--- config.mk ---
export PLATFORM = sky130hd
export DESIGN_NAME = cfg_power_sequencer
export DESIGN_NICKNAME = d
export VERILOG_FILES = /design/src/rtl/cps_pkg.sv /design/src/rtl/cps_sync.sv /design/src/rtl/cps_timer.sv /design/src/rtl/cps_fsm.sv /design/src/rtl/cfg_power_sequencer.sv
export SDC_FILE = /design/constraint.sdc
export NUM_CORES = 1
export LEC_CHECK = 0
export ABC_AREA = 0
export BUFFER_PORTS_ARGS = -buffer_cell sky130_fd_sc_hd__buf_2
export CORE_MARGIN = 2
export CORE_UTILIZATION = 49
export CTS_CLUSTER_DIAMETER = 60
export CTS_CLUSTER_SIZE = 30
export DETAILED_ROUTE_END_ITERATION = 16
export PLACE_DENSITY = 0.7
export SLEW_MARGIN = 20
export SYNTH_ARGS = -nofsm -noshare
export SYNTH_HDL_FRONTEND = slang
export SYNTH_SLANG_ARGS = --single-unit
export TNS_END_PERCENT = 100
--- constraint.sdc ---
create_clock -name clk -period 1.3 [get_ports clk]
set_input_delay 0.065 -clock clk [delete_from_list [all_inputs] [get_ports clk]]
set_output_delay 0.065 -clock clk [all_outputs]
set_load 0.01 [all_outputs]
--- src/rtl/cps_pkg.sv ---
// Shared types for the configuration power-on sequencer.
// Assumes nothing beyond a single clock domain for the state machine.
package cps_pkg;
    typedef enum logic [2:0] {
        ST_OFF     = 3'd0,
        ST_POR     = 3'd1,
        ST_RELEASE = 3'd2,
        ST_CONFIG  = 3'd3,
        ST_CHECK   = 3'd4,
        ST_RUN     = 3'd5,
        ST_IDLE    = 3'd6
    } seq_state_t;
endpackage

--- src/rtl/cps_sync.sv ---
// Multi-stage synchronizer for asynchronous target status lines.
// Assumes the input may change at any time; the output lags by STAGES edges.
module cps_sync #(
    parameter int   STAGES  = 2,
    parameter logic RST_VAL = 1'b0
) (
    input  logic clk,
    input  logic rst_n,
    input  logic din,
    output logic dout
);
    logic [STAGES-1:0] pipe;

    // First stage captures the raw input.
    always_ff @(posedge clk) begin
        if (!rst_n) pipe[0] <= RST_VAL;
        else        pipe[0] <= din;
    end

    generate
        for (genvar g = 1; g < STAGES; g++) begin : g_stage
            // Each later stage copies its predecessor.
            always_ff @(posedge clk) begin
                if (!rst_n) pipe[g] <= RST_VAL;
                else        pipe[g] <= pipe[g-1];
            end
        end
    endgenerate

    assign dout = pipe[STAGES-1];
endmodule

--- src/rtl/cps_timer.sv ---
// Power-on interval timer. Latches the delay choice on start and counts
// cycles while run is high. Assumes both limits are at least 1.
module cps_timer #(
    parameter int SHORT_CYCLES = 20,
    parameter int LONG_CYCLES  = 100,
    localparam int MAXC = (SHORT_CYCLES > LONG_CYCLES) ? SHORT_CYCLES : LONG_CYCLES,
    localparam int CW   = $clog2(MAXC + 1)
) (
    input  logic clk,
    input  logic rst_n,
    input  logic start,
    input  logic sel_short,
    input  logic run,
    output logic expired
);
    localparam logic [CW-1:0] SHORT_LAST = CW'(SHORT_CYCLES - 1);
    localparam logic [CW-1:0] LONG_LAST  = CW'(LONG_CYCLES - 1);

    logic [CW-1:0] cnt;
    logic [CW-1:0] last_q;

    assign expired = (cnt == last_q);

    // Load the chosen limit on start, otherwise advance while running.
    always_ff @(posedge clk) begin
        if (!rst_n) begin
            cnt    <= '0;
            last_q <= LONG_LAST;
        end else if (start) begin
            cnt    <= '0;
            last_q <= sel_short ? SHORT_LAST : LONG_LAST;
        end else if (run && !expired) begin
            cnt <= cnt + 1'b1;
        end
    end
endmodule

--- src/rtl/cps_fsm.sv ---
// Sequencing state machine: off, power-on wait, release, stream, check,
// run and idle lock. Assumes status and done arrive already synchronized.
module cps_fsm
    import cps_pkg::*;
(
    input  logic       clk,
    input  logic       rst_n,
    input  logic       supply_ok,
    input  logic       status_ok,
    input  logic       done_s,
    input  logic       data_end,
    input  logic       tmr_expired,
    output logic       tmr_start,
    output logic       tmr_run,
    output seq_state_t state
);
    seq_state_t nxt;

    // Next-state selection; supply loss overrides every other cause.
    always_comb begin
        nxt = state;
        unique case (state)
            ST_OFF:     if (supply_ok) nxt = ST_POR;
            ST_POR:     if (tmr_expired) nxt = ST_RELEASE;
            ST_RELEASE: nxt = done_s ? ST_IDLE : ST_CONFIG;
            ST_CONFIG:  if (!status_ok) nxt = ST_POR;
                        else if (data_end) nxt = ST_CHECK;
            ST_CHECK:   nxt = (status_ok && done_s) ? ST_RUN : ST_POR;
            ST_RUN:     if (!status_ok) nxt = ST_POR;
            ST_IDLE:    nxt = ST_IDLE;
            default:    nxt = ST_OFF;
        endcase
        if (!supply_ok) nxt = ST_OFF;
    end

    assign tmr_start = (nxt == ST_POR) && (state != ST_POR);
    assign tmr_run   = (state == ST_POR);

    // State register.
    always_ff @(posedge clk) begin
        if (!rst_n) state <= ST_OFF;
        else        state <= nxt;
    end
endmodule

--- src/rtl/cfg_power_sequencer.sv ---
// Top of the configuration power-on sequencer. Synchronizes target lines,
// times the power-on interval and decodes the control outputs from state.
// Assumes supply_ok is already synchronous to clk.
module cfg_power_sequencer
    import cps_pkg::*;
#(
    parameter int SHORT_CYCLES = 20,
    parameter int LONG_CYCLES  = 100,
    parameter int SYNC_STAGES  = 2
) (
    input  logic clk,
    input  logic rst_n,
    input  logic supply_ok,
    input  logic delay_short,
    input  logic status_n,
    input  logic conf_done,
    input  logic data_end,
    output logic oe_drive,
    output logic stream_en,
    output logic idle_locked
);
    logic       status_ok;
    logic       done_s;
    logic       tmr_start;
    logic       tmr_run;
    logic       tmr_expired;
    seq_state_t state;

    cps_sync #(.STAGES(SYNC_STAGES), .RST_VAL(1'b1)) u_sync_status (
        .clk(clk), .rst_n(rst_n), .din(status_n), .dout(status_ok)
    );

    cps_sync #(.STAGES(SYNC_STAGES), .RST_VAL(1'b0)) u_sync_done (
        .clk(clk), .rst_n(rst_n), .din(conf_done), .dout(done_s)
    );

    cps_timer #(.SHORT_CYCLES(SHORT_CYCLES), .LONG_CYCLES(LONG_CYCLES)) u_timer (
        .clk(clk), .rst_n(rst_n), .start(tmr_start), .sel_short(delay_short),
        .run(tmr_run), .expired(tmr_expired)
    );

    cps_fsm u_fsm (
        .clk(clk), .rst_n(rst_n), .supply_ok(supply_ok), .status_ok(status_ok),
        .done_s(done_s), .data_end(data_end), .tmr_expired(tmr_expired),
        .tmr_start(tmr_start), .tmr_run(tmr_run), .state(state)
    );

    // Output decode from the registered state.
    always_comb begin
        oe_drive    = (state != ST_OFF) && (state != ST_POR);
        stream_en   = (state == ST_CONFIG);
        idle_locked = (state == ST_IDLE);
    end
endmodule

Word-level counts from Yosys, hierarchy flattened
Cells that the tools add are included.
{ "word_totals": {"register_bits": 21, "inputBits": 7} }
{ "classes": {"addsub": 1, "n_eq_ne": 9, "n_mux": 9, "n_bitwise": 1, "reduce_logical": 8} }
{ "op_table": {"columns": ["op", "count"], "rows": [
  ["3-bit 2-to-1 mux", 7],
  ["3-bit one-hot mux with 7 select lines", 1],
  ["3-bit == test, second input constant", 3],
  ["7-bit by 1-bit adder with 7-bit output, second input constant", 1],
  ["7-bit == test", 1],
  ["7-bit 2-to-1 mux", 1],
  ["3-bit by 1-bit == test with 1-bit output, second input constant", 2],
  ["3-bit by 2-bit == test with 1-bit output, second input constant", 2],
  ["1-bit logical AND", 4],
  ["3-bit zero test", 1],
  ["3-bit by 1-bit inequality test with 1-bit output, second input constant", 1],
  ["3-bit nonzero test", 1],
  ["2-bit OR reduction", 1],
  ["1-bit zero test", 1],
  ["1-bit inverter", 1]
]} }

Longest topological paths before layout
Gate-level depths: netlist of the first run.
{ "logic_depth": {"depth_word": 7, "mapped_depth": 6} }

By module
From an unflattened synthesis of the first run, not the netlist that was laid out.
{ "hier_totals": {"hier_cells": 89, "area_unflattened_um2": 758.2} }
{ "by_module_without_submodules": {"columns": ["mod", "n_inst", "cells_each", "area_each_um2", "seq_area_each_um2"], "rows": [
  ["cps_timer", 1, 45, 402.9, 180.2],
  ["cps_fsm", 1, 33, 224.0, 60.1],
  ["cps_sync", 2, 4, 52.6, 40.0],
  ["cfg_power_sequencer", 1, 3, 26.3, 0.0]
]} }

Least setup slack after synthesis of the first run
No wires, ideal clock.
{ "synth_path": {"path_kind": "register to register", "startpoint": "register u_fsm.state[2]", "endpoint": "register u_timer.last_q[5]", "arrival_ps": 1323, "required_ps": 1185, "slack_ps": -138, "path_stages_with_launch": 7, "path_buffers": 1, "cell_sequence": "dfxtp_1 buf_6 or2_2 a21bo_2 o211ai_2 nor3_1 o21ba_1"} }
{ "synth_via": {"elab_chain_len": 6} }
{ "synth_lines": {"columns": ["item", "line_no", "source"], "rows": [
  ["start: declaration", "cps_fsm.sv:15", "output seq_state_t state"],
  ["start signal: assignment", "cps_fsm.sv:42", "else state <= nxt;"],
  ["3-bit 2-to-1 mux", "cps_fsm.sv:27", "else if (data_end) nxt = ST_CHECK;"],
  ["3-bit 2-to-1 mux", "cps_fsm.sv:26", "ST_CONFIG: if (!status_ok) nxt = ST_POR;"],
  ["3-bit one-hot mux with 7 select lines", "cps_fsm.sv:22", "unique case (state)"],
  ["3-bit 2-to-1 mux", "cps_fsm.sv:33", "if (!supply_ok) nxt = ST_OFF;"],
  ["3-bit by 1-bit == test with 1-bit output", "cps_fsm.sv:36", "assign tmr_start = (nxt == ST_POR) && (state != ST_POR);"],
  ["1-bit logical AND (*)", "cps_fsm.sv:36", null],
  ["end signal: assignment", "cps_timer.sv:31", "last_q <= sel_short ? SHORT_LAST : LONG_LAST;"],
  ["end: declaration", "cps_timer.sv:20", "logic [CW-1:0] last_q;"]
]} }
Every way passes the cells marked *; elsewhere a longest branch is shown, timed or not.
A chain may end at the register's enable or synchronous reset.

Worst setup path after layout of the first run
{ "layout_path": {"startpoint": "register u_fsm.state[1]", "endpoint": "register u_timer.cnt[5]"} }
{ "layout_via": {"elab_chain_len": 7} }
{ "layout_lines": {"columns": ["item", "line_no", "source"], "rows": [
  ["3-bit 2-to-1 mux", "cps_fsm.sv:27", null],
  ["3-bit 2-to-1 mux", "cps_fsm.sv:26", null],
  ["3-bit one-hot mux with 7 select lines", "cps_fsm.sv:22", null],
  ["3-bit 2-to-1 mux", "cps_fsm.sv:33", null],
  ["3-bit by 1-bit == test with 1-bit output", "cps_fsm.sv:36", null],
  ["1-bit logical AND", "cps_fsm.sv:36", null],
  ["2-bit OR reduction (no line)", null, null],
  ["end signal: assignment", "cps_timer.sv:33", "cnt <= cnt + 1'b1;"],
  ["end: declaration", "cps_timer.sv:19", "logic [CW-1:0] cnt;"]
]} }
Several ways; a longest one is shown, not always the timed one.

==> run metrics, run 1 <==
Final Cycle Share 112.0%; layout cell share with drive strength beyond 1 a little under half; Fin Hold WS 52.38 ps; Ports 10; post-synth cell types 36; DRC 0; GRT Util Overall 18.67%; LEAKAGE 0.4740 nW; Vias 681; WL/cell 12.32 um; setup ws final -155.8 ps; critical path endpoint u_timer.cnt[5]; Req. time, crit path 1470 ps; flop2flop setup slack -160 ps; Die X 44.49 um; fillers 109; Gate Count Post-Synth between 80 and 90; Startpoint Class flop; first-pass GRT wire length 2622 um; antenna cell count 0; IR Drop Worst-Case VDD between 700 and 800 uV; worst skew pair latency 290 ps; net count after synthesis 92; Fmax achieved ~690 MHz; clock skew roughly 2.4 ps; nets 122; Area Growth Syn to Fin 38.94%; port bufs 9; hold crit path type in -> reg; post-synthesis sequential area ratio between 30% and 40%; reg-to-reg endpoint u_timer.cnt[5]; WS Path Type reg -> reg; ys flop type dfxtp_1; Pins Over Slew Limit 0; final setup fails 9; slowest CP cell dfxtp_4; routed wire length 1577 um; status finished with violations; Critical Path Start u_fsm.state[1]; initial antenna violation count 0; Starting Density 52.71%; Finished Core Util around 73%; R2R cell count 5; drt first pass iters 6; Root Buffer clkbuf_4; maximum buffer depth of the clock tree 2; DRT iter0 DRCs 11; worst-path maximum fanout 11; TritonCTS clock tree yes; Post-synth EDFFs 0; Slew HR approximately three quarters; Ys Warns 0; largest net degree at the start of global routing 12; H-tree levels 1; Num CTS Buffers 3; Sinks on Clock Net 16; multi-input logic area 551.8 um^2; RSZ-0062 raised after global routing true; Tot Pwr just under 0.0009 W; clock-pin slew on the worst setup and hold paths 80 ps; final setup TNS -1216 ps; Pwr Density between 700 and 800 nW/um^2; WP data arrival 1620 ps; synthesized area per cell between 9 and 10 um^2; crit path cell chain buf_4, o22ai_2, o211ai_4, o31ai_4, nor2_1; area of the core 1524 um^2; gr ovfl total 0; pre-CTS WS -241.9 ps; post-synth design cell area around 800 um^2; RR Startpoint u_fsm.state[1]; Largest stage delay, worst path roughly 400 ps; max cap viols 0; # rows 14; Final Hold Vio Count 0; global placement routability congestion around 0.86; register area 332.8 um^2; CP Capture Type flop; failing checks negative setup slack; Least-Margin Pin Slew 354.1 ps; HPWL Detailed between 1000 and 1500 um; ANT nets after route 0; vias in the first global route 628; Final min period 1456 ps; die height 44.49 um; async set or reset register ratio after synthesis 0%; DIE AREA ~2000 um^2; synthesis-stage register bit count 16; drt via density 5.320
[placed cells by master, fill, tap and decap left out, drive strengths merged, types with 4 or more instances in the layout]
master,instances
xor2,6
dfxtp,16
nand2b,4
nor2,10
buf,25
nor2b,4
nand4,4
nand2,5
[where the power goes]
group,internal (W),switching (W)
logic,0.0000572,0.0000518
registers,0.000500,0.00000816
clock network,0.000108,0.000143
[cell usage after synthesis (2+ instances only)]
cell | number | area, um^2
and2_1 | 3 | 18.77
nor2b_1 | 3 | 18.77
nand3_1 | 3 | 15.01
xor2_1 | 6 | 52.55
nand4_1 | 4 | 25.02
nor2_1 | 10 | 37.54
nand2_1 | 5 | 18.77
nand2b_1 | 4 | 25.02
nor3_1 | 2 | 10.01
dfxtp_1 | 16 | 320.3
and3_1 | 3 | 18.77
[worst min path at each step]
stage | start | end | slack, ps | cells after the start
floorplan | rst_n | u_sync_status.dout | 140 | 1
global placement | status_n | u_sync_status.pipe[0] | 250 | 2
detailed placement | status_n | u_sync_status.pipe[0] | 260 | 2
CTS | rst_n | u_sync_status.dout | 50 | 2
global route | rst_n | u_sync_status.dout | 60 | 2
finish | rst_n | u_sync_status.pipe[0] | 50 | 2
[registers in the layout, summed over array words and instances (netlist names)]
signal              cells
u_sync_status.dout      1
u_sync_status.pipe      1
u_timer.last_q          2
u_sync_done.pipe        1
u_sync_done.dout        1
u_fsm.state             3
u_timer.cnt             7
[timing repair]
item,CTS,global route
hold endpoints to repair,2,0
buffers inserted,1,0
pin swaps,11,2
endpoints found under the setup margin,11,11
hold buffers,2,0
cloned,0,0
resized for setup,3,4
[cells by family (layout without fill, tap and decap cells)]
family,count (synthesis),after routing,share of synthesized area (%)
XOR/XNOR,7,7,7.633
buffers and inverters,3,31,2.491
AND/OR/NAND/NOR,43,43,30.69
flip-flops,16,16,39.88
adder cells (fa/ha/maj),1,1,1.557
multiplexers,1,1,1.246
AO/OA/AOI/OAI,13,13,16.51
[cell type report]
type	instances	share of cell area [%]
clock buffers	3	2.018
multi-input cells	65	49.44
well taps	16	1.794
repair buffers	27	16.59
flip-flops and latches	16	29.82
inverters	1	0.3363
[critical path: cells and delay by family, from the launching register on]
family | cells | cell delay, ps
buffers and inverters | 1 | 140
AND/OR/NAND/NOR | 1 | 70
flip-flops | 1 | 390
AO/OA/AOI/OAI | 3 | 740
[metal layers]
metal / track usage, % / routed length [um] / up-vias
met2: 30.72 / 764 / 15
met4: 10.91 / 36 / 0
li1: - / - / 351
met1: 22.34 / 706 / 310
met5: 0 / 0 / -
met3: 3.673 / 69 / 5
[stage by stage]
step / instance area (um^2) / cells
6_report: 1116 / 128
5_1_grt: 1116 / 128
4_1_cts: 1095 / 128
3_5_place_dp: 1040 / 122
3_3_place_gp: 1040 / 122
2_1_floorplan: 878.3 / 84
(Power assumes the default switching activity.)
==> inputs of run 2 (changes only) <==
- SETUP_SLACK_MARGIN: default -> 0.2
==> run metrics, run 2 (same netlist as run 1, synthesis figures left out) <==
largest net degree at the start of global routing 13 (was 12); WP data arrival 1690 ps (was 1620 ps); Startpoint Class flop (unchanged); Slew HR 80.77% (was 76.39%); ANT nets after route 0 (unchanged); DIE AREA 1979 um^2 (unchanged); final instance area 1274 um^2 (was 1116 um^2); global placement routability congestion 0.8183 (was 0.8567); worst skew pair latency 280 ps (was 290 ps); max FFs per register 7 (unchanged); LEAKAGE 0.5287 nW (was 0.4740 nW); layout cell share with drive strength beyond 1 59.50% (was 46.43%); die height 44.49 um (unchanged); Final Cycle Share 115.6% (was 112.0%); clock-pin slew on the worst setup and hold paths 90 ps (was 80 ps); CP Capture Type flop (unchanged); Pins Over Slew Limit 0 (unchanged); WP buf/inv 2 (was 1); worst hold stages 2 (unchanged); Num CTS Buffers 3 (unchanged); Area Growth Syn to Fin 58.57% (was 38.94%); Ports 10 (unchanged); DRC 0 (unchanged); antenna cell count 0 (unchanged); Reg with most FFs u_timer.cnt (unchanged); setup ws final -203.2 ps (was -155.8 ps); # rows 14 (unchanged); failing checks negative setup slack (unchanged); Die X 44.49 um (unchanged); Req. time, crit path 1480 ps (was 1470 ps); R2R cell count 7 (was 5); Root Buffer clkbuf_4 (unchanged); final setup fails 12 (was 9); IR Drop Worst-Case VDD 635.0 uV (was 713.1 uV); Final Hold Vio Count 0 (unchanged); RR Startpoint u_fsm.state[1] (unchanged); clock skew 3.199 ps (was 2.365 ps); WL/cell 13.98 um (was 12.32 um); Pwr Density 710.5 nW/um^2 (was 777.9 nW/um^2); drt first pass iters 4 (was 6); most frequent cells in the layout buf_4, buf_2, dfxtp_1, dfxtp_2 (was buf_4, nor2_1, dfxtp_1, buf_2, xor2_1); routed wire length 1915 um (was 1577 um); Sinks on Clock Net 16 (unchanged); area of the core 1524 um^2 (unchanged); drt via density 5.234 (was 5.320); WS Path Type reg -> reg (unchanged); slowest CP cell dfxtp_4 (unchanged); status finished with violations (unchanged); first-pass GRT wire length 2939 um (was 2622 um); worst-path maximum fanout 7 (was 11); max cap viols 0 (unchanged); min-delay src rst_n (unchanged); Vias 717 (was 681); hold crit path type in -> reg (unchanged); maximum buffer depth of the clock tree 2 (unchanged); H-tree levels 1 (unchanged); pre-CTS WS -269.4 ps (was -241.9 ps); HPWL Detailed 1292 um (was 1182 um); gr ovfl total 0 (unchanged); port bufs 9 (unchanged); crit path cell chain clkbuf_2, nand2_1, a21bo_4, o211ai_4, buf_4, nor3_4, o21ba_1 (was buf_4, o22ai_2, o211ai_4, o31ai_4, nor2_1); reg-to-reg endpoint u_timer.last_q[5] (was u_timer.cnt[5]); Crit path max-delay family compound AO/OA/AOI/OAI gates (unchanged); vias in the first global route 668 (was 628); Least-Margin Pin Slew 287.1 ps (was 354.1 ps); initial antenna violation count 0 (unchanged); Largest regs u_timer.cnt (7), u_fsm.state (3), u_timer.last_q (2) (unchanged); flop2flop setup slack -200 ps (was -160 ps); nets 131 (was 122); Crit. path cell count 7 (was 5); GRT Util Overall 20.32% (was 18.67%); Worst Hold Endpoint u_sync_status.pipe[0] (unchanged); Largest stage delay, worst path 400 ps (was 390 ps); DRT iter0 DRCs 10 (was 11); placed instance area 1075 um^2 (was 1040 um^2); Final min period 1503 ps (was 1456 ps); Fmax achieved 665.2 MHz (was 686.9 MHz); Tot Pwr 0.0009050 W (was 0.0008682 W); TritonCTS clock tree yes (unchanged); RSZ-0062 raised after global routing true (unchanged); most common cell after layout, fill and taps aside buf_4 (unchanged); Starting Density 52.71% (unchanged)
run 2: metal layers:
| metal | vias to the layer above | global-route usage, % | wire length [um] |
|---|---|---|---|
| met5 | - | 0 | 0 |
| met4 | 0 | 7.273 | 25 |
| met3 | 4 | 2.449 | 40 |
| met2 | 10 | 33.04 | 884 |
| met1 | 332 | 27.53 | 965 |
| li1 | 371 | - | - |
run 2: metrics by stage:
| step | hold WS [ps] | std cells | setup TNS (ps) | utilization (%) |
|---|---|---|---|---|
| 3_3_place_gp | 248.1 | 124 | -1682 | 70.53 |
| 2_1_floorplan | 138.0 | 84 | -495.7 | - |
| 4_1_cts | 56.72 | 133 | -1188 | 77.01 |
| 6_report | 62.63 | 137 | -1777 | 83.58 |
| 5_1_grt | 72.53 | 137 | -2562 | 83.58 |
| 3_5_place_dp | 251.1 | 124 | -2129 | 70.53 |
run 2: layout make-up:
cell class	count	area [um^2]
timing repair buffer	36	264.0
sequential	16	335.3
clock buffer	3	22.52
inverter	1	3.754
fill	95	250.2
tap	16	20.02
multi-input combinational	65	628.1
run 2: worst max-delay path by stage:
stage / start / to / slack [ps]
final: u_fsm.state[1] / u_timer.last_q[5] / -200
after global routing: u_fsm.state[0] / u_timer.cnt[4] / -250
after CTS: u_timer.last_q[5] / u_timer.last_q[5] / -150
after detailed placement: u_fsm.state[2] / u_timer.cnt[2] / -270
after global placement: u_fsm.state[2] / u_timer.cnt[4] / -210
after floorplan: u_timer.last_q[5] / u_timer.last_q[5] / -60
run 2: where the power goes:
part / leakage [nW] / internal [W] / switching [W]
clock network: 0.0138 / 0.000107 / 0.000148
logic: 0.381 / 0.0000746 / 0.0000637
registers: 0.134 / 0.000501 / 0.0000109
run 2: what timing repair did:
item | in CTS | in global routing
hold buffers | 2 | 0
setup endpoints to repair | 15 | 15
pin swaps | 9 | 6
setup buffers | 4 | 4
hold endpoints to repair | 2 | 0
resized for setup | 8 | 16
run 2: worst register-to-register path, stage by stage (launching register included):
cell and delay (ps):
dfxtp_4 400, clkbuf_2 160, nand2_1 100, a21bo_4 220
o211ai_4 120, buf_4 180, nor3_4 40, o21ba_1 180
==> inputs of run 3 (changes only) <==
- CORE_UTILIZATION: 49 -> 48
- PLACE_DENSITY: 0.7 -> 0.69
- SYNTH_HIERARCHICAL: default -> 1
==> run metrics, run 3 <==
Final min period 1790 ps (was 1503 ps); # rows 14 (unchanged); hold crit path type in -> reg (unchanged); synth top area cells dfxtp_1, nand2_1, nor2_1, xor2_1, nand2b_1 (was dfxtp_1, xor2_1, nor2_1, nand2b_1, nand4_1); antenna cell count 0 (unchanged); status finished with violations (unchanged); Die X 43.75 um (was 44.49 um); H-tree levels 1 (unchanged); DIE AREA 1914 um^2 (was 1979 um^2); Area Growth Syn to Fin 52.81% (was 58.57%); most frequent cells after synthesis dfxtp_1, nand2_1, nor2_1 (was dfxtp_1, nor2_1, xor2_1); final setup fails 11 (was 12); failing checks negative setup slack (unchanged); final instance area 1159 um^2 (was 1274 um^2); TritonCTS clock tree yes (unchanged); die height 43.75 um (was 44.49 um); count leader, synth dfxtp_1 (unchanged); clock skew 6.678 ps (was 3.199 ps); max cap viols 0 (unchanged); GRT busiest layer met2 (unchanged); area of the core 1489 um^2 (was 1524 um^2); Pins Over Slew Limit 0 (unchanged); Final Hold Vio Count 0 (unchanged); Pwr Density 804.7 nW/um^2 (was 710.5 nW/um^2); net count after synthesis 97 (was 92); Num CTS Buffers 3 (unchanged); maximum buffer depth of the clock tree 2 (unchanged); Least-Margin Pin Slew 267.6 ps (was 287.1 ps); synthesis-stage register bit count 16 (unchanged); fillers 102 (was 95); WS Path Type reg -> reg (unchanged); HPWL Detailed 1195 um (was 1292 um); Slew HR 82.08% (was 80.77%); most common cell after layout, fill and taps aside buf_4 (unchanged); gr ovfl total 0 (unchanged); Fmax achieved 558.8 MHz (was 665.2 MHz); worst-path maximum fanout 7 (unchanged); routed wire length 1771 um (was 1915 um); IR Drop Worst-Case VDD 743.0 uV (was 635.0 uV); DRC 0 (unchanged); vias in the first global route 708 (was 668); drt first pass iters 4 (unchanged); most frequent cells in the layout buf_4, dfxtp_1, nand2_1, nor2_1 (was buf_4, buf_2, dfxtp_1, dfxtp_2); Post-synth EDFFs 0 (unchanged); final setup TNS -4306 ps (was -1777 ps); drt via density 5.245 (was 5.234); post-synthesis sequential area ratio 42.24% (was 39.88%); clock-pin slew on the worst setup and hold paths 100 ps (was 90 ps); async set or reset register ratio after synthesis 0% (unchanged); Startpoint Class flop (unchanged); worst hold stages 3 (was 2); Sinks on Clock Net 16 (unchanged); ys flop type dfxtp_1 (unchanged); post-synth cell types 31 (was 36); multi-input logic area 481.7 um^2 (was 628.1 um^2); WP data arrival 1970 ps (was 1690 ps); Synth area leader dfxtp_1 (unchanged); met1 usage 25.78% (was 27.53%); largest net degree at the start of global routing 10 (was 13); Reg with most FFs u_timer/cnt (was u_timer.cnt); Req. time, crit path 1480 ps (about the same); Ports 10 (unchanged); first-pass GRT wire length 2904 um (was 2939 um); WL/cell 12.38 um (was 13.98 um); placed insts 131 (was 124); max FFs per register 7 (unchanged); RSZ-0062 raised after global routing true (unchanged); worst skew pair latency 280 ps (about the same); port bufs 9 (unchanged); layout cell share with drive strength beyond 1 47.24% (was 59.50%); Final Instance Count excl. Fillers 143 (was 137); setup ws final -489.7 ps (was -203.2 ps); initial antenna violation count 0 (unchanged); R2R cell count 8 (was 7); met2 Use GR 33.82% (was 33.04%); GRT Util Overall 20.45% (was 20.32%); Final Cycle Share 137.7% (was 115.6%); placed instance area 973.4 um^2 (was 1075 um^2); pre-CTS WS -519.8 ps (was -269.4 ps); global placement routability congestion 0.8617 (was 0.8183); Largest regs u_timer/cnt (7), u_fsm/state (3), u_timer/last_q (2) (was u_timer.cnt (7), u_fsm.state (3), u_timer.last_q (2)); synthesized area per cell 8.519 um^2 (was 9.563 um^2); register area 332.8 um^2 (was 335.3 um^2); Vias 750 (was 717); grt met3 use 2.917% (was 2.449%); post-synth design cell area 758.2 um^2 (was 803.3 um^2); ANT nets after route 0 (unchanged); CP Capture Type flop (unchanged); Gate Count Post-Synth 89 (was 84); DRT iter0 DRCs 13 (was 10); Ys Warns 6 (was 0); Starting Density 50.92% (was 52.71%); LEAKAGE 0.5129 nW (was 0.5287 nW); nets 136 (was 131); Yosys top cell area share 42.24% (was 39.88%); Root Buffer clkbuf_4 (unchanged)
[run 3: cell types whose count changed after synthesis, moves of 3 or more]
cell,before,now
nand2_1,5,10
a21oi_1,1,4
nand3_1,3,0
o21ai_0,1,4
o21ai_1,0,3
[run 3: timing repair]
| item | in CTS | in global routing |
|---|---|---|
| pin swaps | 10 | 8 |
| setup endpoints to repair | 15 | 15 |
| hold endpoints to repair | 2 | 0 |
| setup buffers | 4 | 2 |
| gates resized for setup | 15 | 9 |
| hold buffers | 2 | 0 |
[run 3: worst max-delay path, stage by stage, from the launching register on]
cell      delay (ps)
dfxtp_2          350
and3_4           160
o2111a_2         250
nand2_2           80
o22ai_2           80
a22oi_2          180
nor4b_4          290
nand2b_4         250
nor2_2            50
[run 3: worst paths after layout]
path | end | slack (ps) | from
min reg2reg | u_sync_status/dout | 410 | u_sync_status/pipe[0]
max | u_timer/cnt[4] | -490 | u_timer/cnt[6]
max reg2reg | u_timer/cnt[4] | -490 | u_timer/cnt[6]
min | u_fsm/state[1] | 30 | supply_ok
[run 3: stage by stage]
stage	util [%]	hold WS [ps]	total power, W
final	77.82	26.88	0.0009323
after CTS	74.45	23.37	0.0009321
after global routing	77.82	32.43	0.0009741
after floorplan	-	126.9	0.0005656
after global placement	65.38	249.1	0.0005987
after detailed placement	65.38	258.6	0.0006010
[run 3: final cells by class]
class | instances | area share (%)
Multi-Input combinational cell | 69 | 41.58
Sequential cell | 16 | 28.73
Timing Repair Buffer | 35 | 23.87
Clock buffer | 4 | 3.132
Tap cell | 16 | 1.728
Inverter | 3 | 0.9719
[run 3: cells by family after synthesis]
kind of cell	share of synthesized area [%]
and+or+nand+nor	32.34
AOI/OAI and AO/OA	15.84
adders and majority gates	1.650
DFF	42.24
buffers and inverters	2.144
xor gates and xnor gates	5.775
[run 3: routing by layer]
layer	wire length, um	share of wire (%)
met4	13	0.73
met2	939	53
met5	0	0
met3	36	2.0
met1	782	44
[run 3: power breakdown]
group          internal, W  switching [W]
logic            0.0000534      0.0000452
clock network     0.000170       0.000153
registers         0.000500     0.00000991
